$ cat config.mk
export PLATFORM = sky130hd
export DESIGN_NAME = intc_swack
export DESIGN_NICKNAME = d
export VERILOG_FILES = /design/src/rtl/intc_pkg.sv /design/src/rtl/intc_cfg_regs.sv /design/src/rtl/intc_arbiter.sv /design/src/rtl/intc_swack.sv
export SDC_FILE = /design/constraint.sdc
export NUM_CORES = 1
export LEC_CHECK = 0
export ABC_AREA = 1
export BUFFER_PORTS_ARGS = -buffer_cell sky130_fd_sc_hd__clkbuf_2
export CAP_MARGIN = 20
export CORE_MARGIN = 4
export CORE_UTILIZATION = 52
export CTS_BUF_LIST = sky130_fd_sc_hd__clkbuf_16
export CTS_CLUSTER_SIZE = 20
export DETAILED_ROUTE_END_ITERATION = 6
export PLACE_DENSITY_LB_ADDON = 0.1
export SLEW_MARGIN = 30
export SYNTH_ARGS = -nofsm -noshare
export SYNTH_HDL_FRONTEND = slang
export SYNTH_SLANG_ARGS = --single-unit
$ cat constraint.sdc
create_clock -name clk -period 19.8 [get_ports clk]
set_clock_uncertainty 0.1 [all_clocks]
set_input_delay 0.99 -clock clk [delete_from_list [all_inputs] [get_ports clk]]
set_output_delay 0.99 -clock clk [all_outputs]
set_load 0.03 [all_outputs]
$ cat src/rtl/intc_pkg.sv
package intc_pkg;
    localparam int LVL_W     = 3;
    localparam int PRI_W     = 3;
    localparam int VEC_W     = 8;
    localparam int DATA_W    = 32;
    localparam int VEC_BASE  = 64;
    localparam int MASK_ADDR = 'h00;
    localparam int CAP_ADDR  = 'h01;
    localparam int ACK_BASE  = 'h08;
    localparam int CFG_BASE  = 'h20;

    typedef logic [LVL_W-1:0] lvl_t;
    typedef logic [PRI_W-1:0] pri_t;
    typedef logic [VEC_W-1:0] vec_t;

    function automatic logic [7:0] pack_lp(lvl_t l, pri_t p);
        return {1'b0, l, 1'b0, p};
    endfunction
endpackage

$ cat src/rtl/intc_cfg_regs.sv
module intc_cfg_regs
    import intc_pkg::*;
#(
    parameter int NUM_SRC = 16,
    parameter int ADDR_W  = 6
) (
    input  logic                          clk,
    input  logic                          rst_n,
    input  logic                          wr_en,
    input  logic [ADDR_W-1:0]             addr,
    input  logic [DATA_W-1:0]             wdata,
    output logic [NUM_SRC-1:0]            mask_q,
    output logic [NUM_SRC-1:0][LVL_W-1:0] lvl_q,
    output logic [NUM_SRC-1:0][PRI_W-1:0] pri_q
);
    typedef struct packed {
        logic [NUM_SRC-1:0]            mask;
        logic [NUM_SRC-1:0][LVL_W-1:0] lvl;
        logic [NUM_SRC-1:0][PRI_W-1:0] pri;
    } cfg_t;

    cfg_t cfg_d, cfg_q;
    logic wdata_unused;
    assign wdata_unused = ^wdata;

    always_comb begin
        cfg_d = cfg_q;
        if (wr_en) begin
            if (addr == ADDR_W'(MASK_ADDR))
                cfg_d.mask = wdata[NUM_SRC-1:0];
            for (int i = 0; i < NUM_SRC; i++) begin
                if (addr == ADDR_W'(CFG_BASE + i)) begin
                    cfg_d.lvl[i] = wdata[6:4];
                    cfg_d.pri[i] = wdata[2:0];
                end
            end
        end
    end

    always_ff @(posedge clk) begin
        if (!rst_n) begin
            cfg_q.mask <= '1;
            cfg_q.lvl  <= '0;
            cfg_q.pri  <= '0;
        end else begin
            cfg_q <= cfg_d;
        end
    end

    assign mask_q = cfg_q.mask;
    assign lvl_q  = cfg_q.lvl;
    assign pri_q  = cfg_q.pri;

    AST_MASK_HOLD: assert property (@(posedge clk) disable iff (!rst_n)
        !wr_en |=> $stable(mask_q));
    AST_CFG_HOLD: assert property (@(posedge clk) disable iff (!rst_n)
        !wr_en |=> ($stable(lvl_q) && $stable(pri_q)));
endmodule

$ cat src/rtl/intc_arbiter.sv
module intc_arbiter
    import intc_pkg::*;
#(
    parameter int NUM_SRC = 16,
    localparam int IDX_W  = (NUM_SRC > 1) ? $clog2(NUM_SRC) : 1
) (
    input  logic [NUM_SRC-1:0]            elig,
    input  logic [NUM_SRC-1:0][LVL_W-1:0] lvl,
    input  logic [NUM_SRC-1:0][PRI_W-1:0] pri,
    input  lvl_t                          sel_lvl,
    output logic                          found,
    output logic [IDX_W-1:0]              win_idx,
    output lvl_t                          win_lvl,
    output pri_t                          win_pri
);
    always_comb begin
        found   = 1'b0;
        win_idx = '0;
        win_lvl = '0;
        win_pri = '0;
        for (int i = 0; i < NUM_SRC; i++) begin
            if (elig[i] && (sel_lvl == '0 || lvl[i] == sel_lvl)) begin
                if (!found || {lvl[i], pri[i]} > {win_lvl, win_pri}) begin
                    found   = 1'b1;
                    win_idx = IDX_W'(i);
                    win_lvl = lvl[i];
                    win_pri = pri[i];
                end
            end
        end
    end
endmodule

$ cat src/rtl/intc_swack.sv
module intc_swack
    import intc_pkg::*;
#(
    parameter int NUM_SRC = 16,
    parameter int ADDR_W  = 6,
    localparam int IDX_W  = (NUM_SRC > 1) ? $clog2(NUM_SRC) : 1
) (
    input  logic               clk,
    input  logic               rst_n,
    input  logic [NUM_SRC-1:0] irq_i,
    input  logic               wr_en_i,
    input  logic               rd_en_i,
    input  logic [ADDR_W-1:0]  addr_i,
    input  logic [31:0]        wdata_i,
    output logic [31:0]        rdata_o
);
    typedef struct packed {
        logic [NUM_SRC-1:0] req;
        logic [31:0]        rdata;
        logic [7:0]         cap;
    } st_t;

    st_t st_d, st_q;

    logic [NUM_SRC-1:0]            mask_q;
    logic [NUM_SRC-1:0][LVL_W-1:0] lvl_q;
    logic [NUM_SRC-1:0][PRI_W-1:0] pri_q;
    logic [NUM_SRC-1:0]            elig;
    logic                          found;
    logic [IDX_W-1:0]              win_idx;
    lvl_t                          win_lvl;
    pri_t                          win_pri;
    logic                          is_ack;
    lvl_t                          sel_lvl;

    intc_cfg_regs #(.NUM_SRC(NUM_SRC), .ADDR_W(ADDR_W)) u_cfg (
        .clk(clk), .rst_n(rst_n), .wr_en(wr_en_i), .addr(addr_i),
        .wdata(wdata_i), .mask_q(mask_q), .lvl_q(lvl_q), .pri_q(pri_q)
    );

    for (genvar g = 0; g < NUM_SRC; g++) begin : g_elig
        assign elig[g] = st_q.req[g] && !mask_q[g] && (lvl_q[g] != '0);
    end

    assign is_ack  = rd_en_i && (addr_i[ADDR_W-1:3] == (ADDR_W-3)'(ACK_BASE >> 3));
    assign sel_lvl = addr_i[2:0];

    intc_arbiter #(.NUM_SRC(NUM_SRC)) u_arb (
        .elig(elig), .lvl(lvl_q), .pri(pri_q), .sel_lvl(sel_lvl),
        .found(found), .win_idx(win_idx), .win_lvl(win_lvl), .win_pri(win_pri)
    );

    always_comb begin
        st_d     = st_q;
        st_d.req = irq_i;
        if (rd_en_i) begin
            st_d.rdata = '0;
            if (is_ack) begin
                if (found) begin
                    st_d.rdata = 32'(VEC_W'(VEC_BASE) + VEC_W'(win_idx));
                    st_d.cap   = pack_lp(win_lvl, win_pri);
                end else begin
                    st_d.cap   = '0;
                end
            end else if (addr_i == ADDR_W'(MASK_ADDR)) begin
                st_d.rdata = 32'(mask_q);
            end else if (addr_i == ADDR_W'(CAP_ADDR)) begin
                st_d.rdata = 32'(st_q.cap);
            end else begin
                for (int i = 0; i < NUM_SRC; i++) begin
                    if (addr_i == ADDR_W'(CFG_BASE + i))
                        st_d.rdata = 32'(pack_lp(lvl_q[i], pri_q[i]));
                end
            end
        end
    end

    always_ff @(posedge clk) begin
        if (!rst_n) st_q <= '0;
        else        st_q <= st_d;
    end

    assign rdata_o = st_q.rdata;

    AST_ACK_VEC_RANGE: assert property (@(posedge clk) disable iff (!rst_n)
        (is_ack && found) |=> (rdata_o >= 32'(VEC_BASE) && rdata_o < 32'(VEC_BASE + NUM_SRC)));
    AST_CAP_HOLD: assert property (@(posedge clk) disable iff (!rst_n)
        !is_ack |=> $stable(st_q.cap));
    AST_EMPTY_ZERO: assert property (@(posedge clk) disable iff (!rst_n)
        (is_ack && !found) |=> (rdata_o == '0 && st_q.cap == '0));
    AST_LEVEL_FILTER: assert property (@(posedge clk) disable iff (!rst_n)
        (found && sel_lvl != '0) |-> (win_lvl == sel_lvl));
    AST_MASKED_NEVER: assert property (@(posedge clk) disable iff (!rst_n)
        found |-> !mask_q[win_idx]);
    AST_LVL0_NEVER: assert property (@(posedge clk) disable iff (!rst_n)
        found |-> (lvl_q[win_idx] != '0));
endmodule

* Yosys cells after proc, flatten, opt, wreduce, memory -nomap -nowiden *
Index checks and enable logic that the tools add are counted.
Widths: inputs -> output; s select.

storage, ports and cells
  bits in registers = 168
  output and inout bits = 32

cells by class
  add/subtract/negate cells = 1
  $lt $le $gt $ge = 15
  reduce and logical (&&, ||, !) cells = 147
  equality and inequality tests = 34
  muxes and demuxes = 144

operator list
  cell                 count
  $mux 32              18
  $mux 3               62
  $mux 4               29
  $eq 6x6->1 const B   16
  $gt 6x6->1           15
  $logic_and 1x1->1    49
  $eq 3x3->1           16
  $reduce_bool 3->1    16
  $reduce_and 2->1     18
  $mux 1               32
  $logic_not 1->1      31
  $logic_or 1x1->1     31
  $mux 7               2
  $add 7x4->8 const A  1
  $mux 8               1
  $eq 6x1->1 const B   1
  $logic_not 6->1      1
  $eq 3x1->1 const B   1
  $logic_not 3->1      1

* Logic depth before layout (Yosys ltp) *
Gate-level depths: netlist of run 1.

  depth in word-level cells = 68
  gate-level depth with buffers = 181
  mapped depth without buffers = 171

* Modules after synthesis *
Synthesis of run 1 repeated with hierarchy kept, for this count alone.

second synthesis, totals
  cell total of the unflattened synthesis = 1,928
  area total of the unflattened synthesis = 12,039.0 µm²

modules (own cells, without submodules)
  module         seq. area each (µm²)  instances  cells each  area each (µm²)
  intc_arbiter   0.0                   1          814         4,760.8
  intc_cfg_regs  2,242.2               1          643         4,415.5
  intc_swack     760.7                 1          471         2,862.7

* Least setup slack after synthesis of run 1 *
Ideal clock, no wire load.

  path kind = in2reg
  start = input port addr_i[1]
  end = register st_q[2] (netlist bit)
  setup slack = -0.485 ns
  data required time = 19.629 ns
  stages = 176
  arrival = 20.115 ns
  path through = buf_4 -> nor2_4 -> inv_4 -> nor2_8 -> inv_4 -> nand2_4 -> nand2_4 -> inv_1 -> nand2_1 -> ha_1 -> nand2_1 -> nor2_1 -> nand2_1 -> nand3_1 -> nand2_1 -> nand3_2 -> nand2_2 -> buf_4 -> [... 140 more ...] -> nand2_1 -> nand2_1 -> inv_1 -> nand2_1 -> nand2_2 -> ha_1 -> a21oi_1 -> o21bai_1 -> a21oi_1 -> nor2_1 -> o22ai_1 -> nand2_1 -> nand2_1 -> clkbuf_1 -> o21ai_0 -> inv_1 -> nand2_1 -> a21oi_1

on the way
  word-level cells in the longest chain between the ends = 65
  elaborated cells on any way between the ends = 186
  classes of those cells = order compare (15); eq/ne (16); mux (92); reduce/logical (63)

RTL lines
  item                                                  line                source
  start: declaration                                    intc_swack.sv:13    input logic [ADDR_W-1:0] addr_i,
  $eq 3x3->1 / $logic_not 3->1 (equally long branches)  intc_arbiter.sv:22  if (elig[i] && (sel_lvl == '0 || lvl[i] == sel_lvl)) begin
  $logic_or 1x1->1                                      intc_arbiter.sv:22
  $logic_and 1x1->1                                     intc_arbiter.sv:22
  $mux 3 / $mux 1 (equally long branches)               intc_arbiter.sv:22
  $gt 6x6->1 / $logic_not 1->1 (equally long branches)  intc_arbiter.sv:23  if (!found || {lvl[i], pri[i]} > {win_lvl, win_pri}) begin
  $logic_or 1x1->1                                      intc_arbiter.sv:23
  $mux 3 / $mux 1 (equally long branches)               intc_arbiter.sv:23
  $mux 3 / $mux 1 (equally long branches)               intc_arbiter.sv:22
  [... 49 more ...]                                     -
  $logic_or 1x1->1                                      intc_arbiter.sv:23
  $mux 3 / $mux 1 (equally long branches)               intc_arbiter.sv:23
  $mux 3 / $mux 1 (equally long branches)               intc_arbiter.sv:22
  $gt 6x6->1 / $logic_not 1->1 (equally long branches)  intc_arbiter.sv:23
  $logic_or 1x1->1                                      intc_arbiter.sv:23
  $mux 3 / $mux 1 (equally long branches)               intc_arbiter.sv:23
  $mux 3 / $mux 1 (equally long branches)               intc_arbiter.sv:22
  $mux 7 *                                              intc_swack.sv:59    if (found) begin
  end signal: assignment                                intc_swack.sv:80    else st_q <= st_d;
  end: declaration                                      intc_swack.sv:23    st_t st_d, st_q;

Mark *: on every way between the ends. The rest lies on a longest branch, timed or not.
A chain may end at the register's enable or synchronous reset.

* Worst setup path after layout of run 1 *
  start = input port addr_i[1]
  end = register st_q[4] (netlist bit)

Same word-level chain as after synthesis.

==> results of run 1 <==
[state kept, by name (all words and copies together), names as in the netlist]
register	flops
u_cfg.mask_q	16
u_cfg.pri_q	48
rdata_o	16
st_q	22
u_cfg.lvl_q	48
[worst max-delay path by stage]
stage	from	endpoint	slack (ps)	depth (start not counted)
floorplan	addr_i[1]	st_q[4]	70	174
global placement	addr_i[1]	st_q[0]	-910	163
detailed placement	addr_i[1]	st_q[0]	-1360	163
CTS	addr_i[1]	st_q[6]	40	169
global route	addr_i[1]	st_q[4]	-940	168
finish	addr_i[1]	st_q[4]	270	161
[per-layer routing]
metal / share of wire, % / routed length (um) / vias up / global-route usage [%]
li1: - / - / 5997 / -
met1: 43 / 16550 / 5681 / 40.62
met2: 46 / 17780 / 575 / 45.99
met3: 8.1 / 3140 / 113 / 6.107
met4: 3.5 / 1344 / 0 / 9.928
met5: 0 / 0 / - / 0
[power breakdown]
group / total, mW / internal (mW) / switching [mW]
Sequential: 0.309 / 0.305 / 0.00336
Clock: 0.341 / 0.173 / 0.168
Combinational: 0.0610 / 0.0181 / 0.0429
[layout make-up]
| cell class | count | area [um^2] |
|---|---|---|
| multi-input cells | 1215 | 7864 |
| well taps | 270 | 337.8 |
| clock buffers | 17 | 425.4 |
| inverters | 244 | 935.9 |
| repair buffers | 268 | 1976 |
| flip-flops and latches | 150 | 3003 |
| clock inverters | 15 | 193.9 |
| fillers | 1664 | 5759 |
[cell usage after synthesis (7+ instances only)]
cell type and n:
nand2_1 358, dfxtp_1 150, buf_4 36, nand4_1 23, xnor2_1 11, nor2_1 93
o21ai_0 189, ha_1 80, o22ai_1 29, nand3_1 106, clkbuf_1 53, inv_1 231
inv_2 7, a221oi_1 9, nor3_1 7, nor2_2 10, o21bai_1 15, nand3_2 11
a21oi_1 160, a21o_1 9, nand2_2 28, o211ai_1 7
[critical path, delay by kind of cell]
family / cells / cell delay [ps]
fa+ha+maj: 14 / 3780
compound gates: 34 / 4090
buf+inv: 21 / 1930
simple gates: 92 / 8860
[cell usage in the layout, fill, tap and decap left out, types with 23 or more instances in the layout]
cell,Yosys,layout
nand2_1,358,286
inv_1,231,209
buf_4,36,190
dfxtp_1,150,150
a21oi_1,160,148
o21ai_0,189,136
nand3_1,106,87
nor2_1,93,82
nand2_2,28,73
clkbuf_2,0,53
ha_1,80,45
nand2_4,5,36
ha_4,0,32
o21ai_2,1,31
inv_2,7,27
o22ai_1,29,27
nand3_2,11,24
nand4_1,23,23
buf_6,3,23
[cells by family after synthesis]
kind of cell	count (synthesis)	synth area share (%)
simple gates	650	26.36
compound gates	451	22.91
buf+inv	340	13.23
flops	150	27.44
fa+ha+maj	80	9.146
xor+xnor	11	0.8803
other cells	1	0.03426
[repair_timing]
action,CTS,global route
hold buffers,0,0
pin swaps,1,156
setup endpoints to repair,10,10
setup buffers,0,44
gates cloned,0,7
resized for setup,32,331
==> metrics, run 1 <==
status=finished clean; Skew-Pair Late Insertion Delay=440 ps; final instance area=14,740 um^2; CTS H-Tree Depth=4; initial core utilization=53.40%; DIE AREA=23,430 um^2; Slowest cell on crit path=o21ai_0; GR Overflow Total=0; WP data required=20,010 ps; fmax=51.21 MHz; CTS clk-pin slew, worst paths=80 ps; Peak supply drop=0.05541 mV; synth unique cells=50; RSZ-0062 raised after global routing=true; post-DR wirelength/cell=17.81 um; initial antenna violation count=0; Leak Pwr=6.718 nW; power per cell area=48.22 nW/um^2; synth warn=0; global-route wire length before repair=56.34 mm; Arr. time, crit path=19,740 ps; Seq/Total Area, Yosys=27.44%; Hold Crit Class=reg -> reg; routability cong.=0.9466; Core Util, Final=71.90%; layout cells sized above 1=31.01%; top-area cell type share of the netlist area=27.44%; final hold vios=0; number of synthesized flops with an enable pin=0; maxcap violations=0; Crit Reg-Reg Startpoint=u_cfg.lvl_q[2]; row cnt=52; GR Util All Layers=29.45%; Critical Setup Path Class=in -> reg; Root Buffer=clkbuf_16; R2R Path End=st_q[4]; Max clock buf depth=2; Mapped Area=10,940 um^2; First-pass DRT Iterations=6; Synth Instances=1,683; slew margin rel.=5.103%; cell mode on critical path=nand2_2; # IOs=90; Post-Syn Area per Cell=6.503 um^2; final worst slack=271.6 ps; fin crit share=98.63%; P&R area growth vs syn=34.64%; DP HPWL=25.84 mm; Area contributors post-synth=dfxtp_1, nand2_1, ha_1, o21ai_0, inv_1; Synth Flop Type=dfxtp_1; DP Worst Slack=-1361 ps; I/O Buffers=57; routed wire length=38.81 mm; Final TNS setup=0 ps; core area=20,490 um^2; number of global-route vias before repair=10,880; n_diodes=0; asr flop ratio synth=0%; Placed Cells=2,097; Slew @ Worst Pin=1423 ps; TritonCTS clock tree=done; pin count of the biggest net entering global routing=59; peak per-stage delay on the critical path=360 ps; hold path cells=2; DP Area=12,360 um^2; Endpoint, Worst Hold=rdata_o[7]; Synth area leader=dfxtp_1; drt drc=0; CTS buffer count=17; via density per instance=5.675; Finished Layout Cells=2,179; Worst setup SP type=input pin; initial drt markers=1,138; crit path max fanout=8; worst hold start=u_cfg.mask_q[7]; via count=12,370; reg2reg setup slack=490 ps; minimum clock period=19,530 ps; die width=153.1 um; final setup fails=0; antenna-violating nets left=0; register bit total from synthesis=150; Final #Nets=2,034; Die Y=153.1 um; worst hold slack=361.9 ps; CTS Sinks=150; cells on worst reg2reg path=161; Critical Path End Type=register; max-slew violations=0; Overall Power=0.7105 mW
Note: power is estimated with default switching activity, not from simulation.
==> inputs of run 2 (changes only) <==
==> constraint.sdc (replaced) <==
create_clock -name clk -period 20.3 [get_ports clk]
set_clock_uncertainty 0.1 [all_clocks]
set_input_delay 1.015 -clock clk [delete_from_list [all_inputs] [get_ports clk]]
set_output_delay 1.015 -clock clk [all_outputs]
set_load 0.03 [all_outputs]
==> metrics, run 2 (same netlist as run 1, synthesis figures left out) <==
status=finished clean; R2R Path End=st_q[4]; Critical Setup Path Class=in -> reg; initial drt markers=1,038 (-8.8%); minimum clock period=19,520 ps; critical path's top delay family=simple AND/OR/NAND/NOR gates; final worst slack=783.3 ps (+511.7 ps); Core Util, Final=69.99% (-1.9 points); sw frac=29.81% (-0.28 points); global-route wire length before repair=55.99 mm (-0.62%); antenna-violating nets left=0 (unchanged); Arr. time, crit path=19,730 ps (about the same); CTS H-Tree Depth=4 (unchanged); Final #Nets=2,029 (-0.25%); via density per instance=5.602 (-1.3%); initial antenna violation count=1 (+1); number of global-route vias before repair=10,910 (+0.35%); TritonCTS clock tree=done; layout cells sized above 1=27.99% (-3.0 points); peak per-stage delay on the critical path=340 ps (-20 ps); die width=153.1 um (unchanged); Slowest cell on crit path=ha_1; Critical path origin=addr_i[0]; cells on worst reg2reg path=163 (+1.2%); routability cong.=0.9384 (-0.87%); GR Overflow Total=0 (unchanged); GR Util All Layers=29.21% (-0.25 points); DIE AREA=23,430 um^2 (unchanged); Skew-Pair Late Insertion Delay=450 ps (about the same); Comb pwr share=8.6% (about the same); clock power share=47.7% (-0.3 points); pin count of the biggest net entering global routing=67 (+14%); maxcap violations=0 (unchanged); core area=20,490 um^2 (unchanged); RSZ-0062 raised after global routing=true; sequential share of power=43.8% (+0.3 points); CTS clk-pin slew, worst paths=80 ps (about the same); Leak Pwr=6.625 nW (-1.4%); routed wire length=37.83 mm (-2.5%); Int Power=0.4826 mW (-2.8%); initial core utilization=53.40% (unchanged); final hold vios=0 (unchanged); WP data required=20,520 ps (+510 ps); Fillers=1,773 (+6.6%); CTS buffer count=17 (unchanged); CTS Sinks=150 (unchanged); P&R area growth vs syn=31.06%; CP Capture Point=st_q[4]; reg2reg setup slack=950 ps (+460 ps); Root Buffer=clkbuf_16; Worst setup SP type=input pin; crit path max fanout=7 (-1); Critical Path End Type=register; Slew @ Worst Pin=1411 ps (-12.69 ps); via count=12,180 (-1.5%); fmax=51.24 MHz; Net Switching=0.2050 mW (-4.1%); row cnt=52 (unchanged); DP HPWL=25.98 mm (+0.55%); Crit Reg-Reg Startpoint=u_cfg.lvl_q[1]; hold_buf cts=0 (unchanged); fin crit share=96.14%; Die Y=153.1 um (unchanged); cell mode on critical path=nand2_1; slew margin rel.=5.949% (+0.85 points); most frequent cells in the layout=nand2_1, inv_1, buf_4; Hold Crit Class=reg -> reg; # IOs=90 (unchanged); commonest non-fill, non-tap cell in the layout=nand2_1; First-pass DRT Iterations=6 (unchanged); drt drc=0 (unchanged); Peak supply drop=0.05275 mV (-4.8%); post-DR wirelength/cell=17.40 um (-2.3%); I/O Buffers=57 (unchanged); DP Worst Slack=-1071 ps (+290.2 ps); Max clock buf depth=2 (unchanged); max-slew violations=0 (unchanged); WP buf/inv=17 (-19%); final setup fails=0 (unchanged); power per cell area=47.93 nW/um^2 (-0.59%); CP Depth=163 (+1.2%); n_diodes=0 (unchanged)
[run 2: changes by cell type in the layout (fill, tap and decap cells not counted), sizes merged]
cell / delta
clkinvlp: +1
nand2: +1
buf: -6
inv: -1
[run 2: cell type report]
type,count,area [um^2],share of cell area [%]
multi-input cells,1216,7550,52.63
flip-flops and latches,150,3003,20.94
repair buffers,262,1909,13.31
inverters,244,933.4,6.507
clock buffers,17,425.4,2.966
well taps,270,337.8,2.355
clock inverters,15,185.2,1.291
[run 2: layer usage]
metal	part of all wire [%]	up-vias	GRT usage, %	routed length [um]
met5	0.024	-	0	9
met1	41	5565	40.49	15690
met3	9.3	86	5.202	3515
met2	46	535	45.64	17480
li1	-	5991	-	-
met4	3.0	2	10.61	1141
[run 2: power groups by stage]
| stage | registers [mW] | logic (mW) | clock network (mW) |
|---|---|---|---|
| after global routing | 0.301 | 0.0636 | 0.341 |
| after detailed placement | 0.307 | 0.0538 | 0 |
| final | 0.301 | 0.0588 | 0.328 |
| after CTS | 0.301 | 0.0541 | 0.329 |
| after floorplan | 0.306 | 0.0388 | 0 |
| after global placement | 0.307 | 0.0531 | 0 |
[run 2: worst register-to-register path: cells and delay by family, from the launching register on]
kind	cells	cell delay (ps)
buffers and inverters	15	1520
adders and majority gates	15	3960
AOI/OAI and AO/OA	41	4670
DFF	1	390
and+or+nand+nor	92	8620
[run 2: how the worst min path moves through the flow]
stage / start / end / depth (start not counted)
5_1_grt: rdata_o[14] / rdata_o[14] / 2
3_5_place_dp: rdata_o[14] / rdata_o[14] / 2
2_1_floorplan: u_cfg.mask_q[11] / rdata_o[11] / 2
3_3_place_gp: st_q[6] / st_q[6] / 2
6_report: rdata_o[14] / rdata_o[14] / 2
4_1_cts: rdata_o[14] / rdata_o[14] / 2
[run 2: repair_timing]
action | in CTS | in global routing
gates resized for setup | 23 | 256
endpoints found under the hold margin | 0 | 0
gates cloned | 0 | 8
buffers inserted | 0 | 43
pin swaps | 0 | 119
setup endpoints to repair | 10 | 10
[run 2: stage by stage]
step | area (um^2) | TNS, ps | hold slack (ps) | power (mW) | std cells
floorplan | 11000 | 0 | 340.9 | 0.3451 | 1698
global placement | 12320 | -7393 | 355.0 | 0.3606 | 2091
detailed placement | 12320 | -10260 | 356.3 | 0.3613 | 2091
CTS | 12950 | 0 | 368.3 | 0.6834 | 2123
global route | 14340 | -5007 | 382.1 | 0.7064 | 2174
finish | 14340 | 0 | 364.4 | 0.6875 | 2174
==> inputs of run 3 (changes only) <==
--- a/config.mk
+++ b/config.mk
@@ -14,6 +14,7 @@
 export CTS_CLUSTER_SIZE = 20
 export DETAILED_ROUTE_END_ITERATION = 6
 export PLACE_DENSITY_LB_ADDON = 0.1
+export RECOVER_POWER = 25
 export SLEW_MARGIN = 30
 export SYNTH_ARGS = -nofsm -noshare
 export SYNTH_HDL_FRONTEND = slang
==> metrics, run 3 (same netlist as run 1, synthesis figures left out) <==
initial core utilization=53.40% (unchanged); Finished Layout Cells=2,174 (unchanged); initial antenna violation count=1 (unchanged); routability cong.=0.9384 (unchanged); CTS buffer count=17 (unchanged); final setup fails=0 (unchanged); failing checks=DRC; Slew @ Worst Pin=1411 ps (+0.04730 ps); fin crit share=96.18% (about the same); most frequent cells in the layout=nand2_1, inv_1, buf_4; antenna-violating nets left=0 (unchanged); RSZ-0062 raised after global routing=true; I/O Buffers=57 (unchanged); Critical Path End Type=register; CTS Sinks=150 (unchanged); Root Buffer=clkbuf_16; P&R area growth vs syn=30.88%; global-route wire length before repair=55.99 mm (unchanged); max-slew violations=0 (unchanged); Slowest cell on crit path=ha_1; DIE AREA=23,430 um^2 (unchanged); power per cell area=48.04 nW/um^2 (+0.22%); row cnt=52 (unchanged); Final #Nets=2,029 (unchanged); routed wire length=37.88 mm (+0.11%); crit path max fanout=7 (unchanged); n_diodes=0 (unchanged); post-DR wirelength/cell=17.42 um (+0.11%); First-pass DRT Iterations=7 (+1); DP HPWL=25.98 mm (unchanged); number of global-route vias before repair=10,910 (unchanged); final hold vios=0 (unchanged); status=complete, but fails checks; Leak Pwr=6.570 nW (-0.83%); Max clock buf depth=2 (unchanged); # IOs=90 (unchanged); pin count of the biggest net entering global routing=67 (unchanged); Critical Setup Path Class=in -> reg; die width=153.1 um (unchanged); via count=12,200 (+0.18%); fmax=51.22 MHz (about the same); commonest non-fill, non-tap cell in the layout=nand2_1; GR Util All Layers=29.21% (unchanged); Die Y=153.1 um (unchanged); reg2reg setup slack=940 ps (about the same); via density per instance=5.612 (+0.18%); peak per-stage delay on the critical path=340 ps (about the same); Arr. time, crit path=19,740 ps (about the same); final worst slack=774.7 ps (-8.666 ps); hold_buf cts=0 (unchanged); cell mode on critical path=nand2_2; initial drt markers=1,015 (-2.2%); Core Util, Final=69.89% (-0.098 points); minimum clock period=19,530 ps (+8.666 ps); Worst setup SP type=input pin; WP data required=20,510 ps (about the same); Skew-Pair Late Insertion Delay=450 ps (about the same); DP Worst Slack=-1071 ps (unchanged); drt drc=5 (+5); slew margin rel.=5.946% (about the same); Hold Crit Class=reg -> reg; Placed Cells=2,091 (unchanged); layout cells sized above 1=27.15% (-0.84 points); TritonCTS clock tree=done; CTS clk-pin slew, worst paths=80 ps (about the same); core area=20,490 um^2 (unchanged); maxcap violations=0 (unchanged); CTS H-Tree Depth=4 (unchanged); Peak supply drop=0.05270 mV (-0.11%); GR Overflow Total=0 (unchanged); Final TNS setup=0 ps (unchanged)
-- run 3: cell counts in the layout (fill, tap and decap cells not counted) --
No cell type changed its count.
-- run 3: final cells by class --
| type | instances | area [um^2] |
|---|---|---|
| multi-input combinational | 1216 | 7550 |
| fill | 1783 | 6171 |
| sequential | 150 | 3003 |
| timing repair buffer | 262 | 1889 |
| inverter | 244 | 933.4 |
| clock buffer | 17 | 425.4 |
| tap | 270 | 337.8 |
| clock inverter | 15 | 185.2 |
-- run 3: what timing repair did --
item | 4_1_cts | 5_1_grt
cloned | 0 | 8
setup endpoints to repair | 10 | 10
resized for setup | 23 | 256
pin swaps | 0 | 119
setup buffers | 0 | 43
-- run 3: metrics by stage --
stage                     power [mW]  hold slack, ps  instance area, um^2
after CTS                     0.6834           368.3                12950
after global placement        0.3606           355.0                12320
after global routing          0.7062           389.6                14320
final                         0.6881           364.6                14320
after detailed placement      0.3613           356.3                12320
after floorplan               0.3451           340.9                11000
-- run 3: final timing paths --
| kind | to | cells past startpoint | startpoint |
|---|---|---|---|
| max | st_q[2] | 163 | addr_i[0] |
| min reg2reg | rdata_o[14] | 2 | rdata_o[14] |
| min | rdata_o[14] | 2 | rdata_o[14] |
| max reg2reg | st_q[2] | 163 | u_cfg.lvl_q[1] |
-- run 3: per-layer routing --
metal / GRT usage, % / up-vias / part of all wire [%]
met5: 0 / - / 0.024
met4: 10.61 / 2 / 3.2
met3: 5.202 / 92 / 8.7
met2: 45.64 / 542 / 46
met1: 40.49 / 5576 / 42
li1: - / 5989 / -
-- run 3: power by group --
| group | internal, mW | switching, mW | leakage (nW) |
|---|---|---|---|
| Sequential | 0.298 | 0.00317 | 1.21 |
| Clock | 0.168 | 0.161 | 0.295 |
| Combinational | 0.0170 | 0.0415 | 5.06 |
-- run 3: critical path: cells and delay by family --
family	cells	cell delay, ps
compound gates	41	4620
fa+ha+maj	15	4030
buf+inv	17	1580
simple gates	90	8480
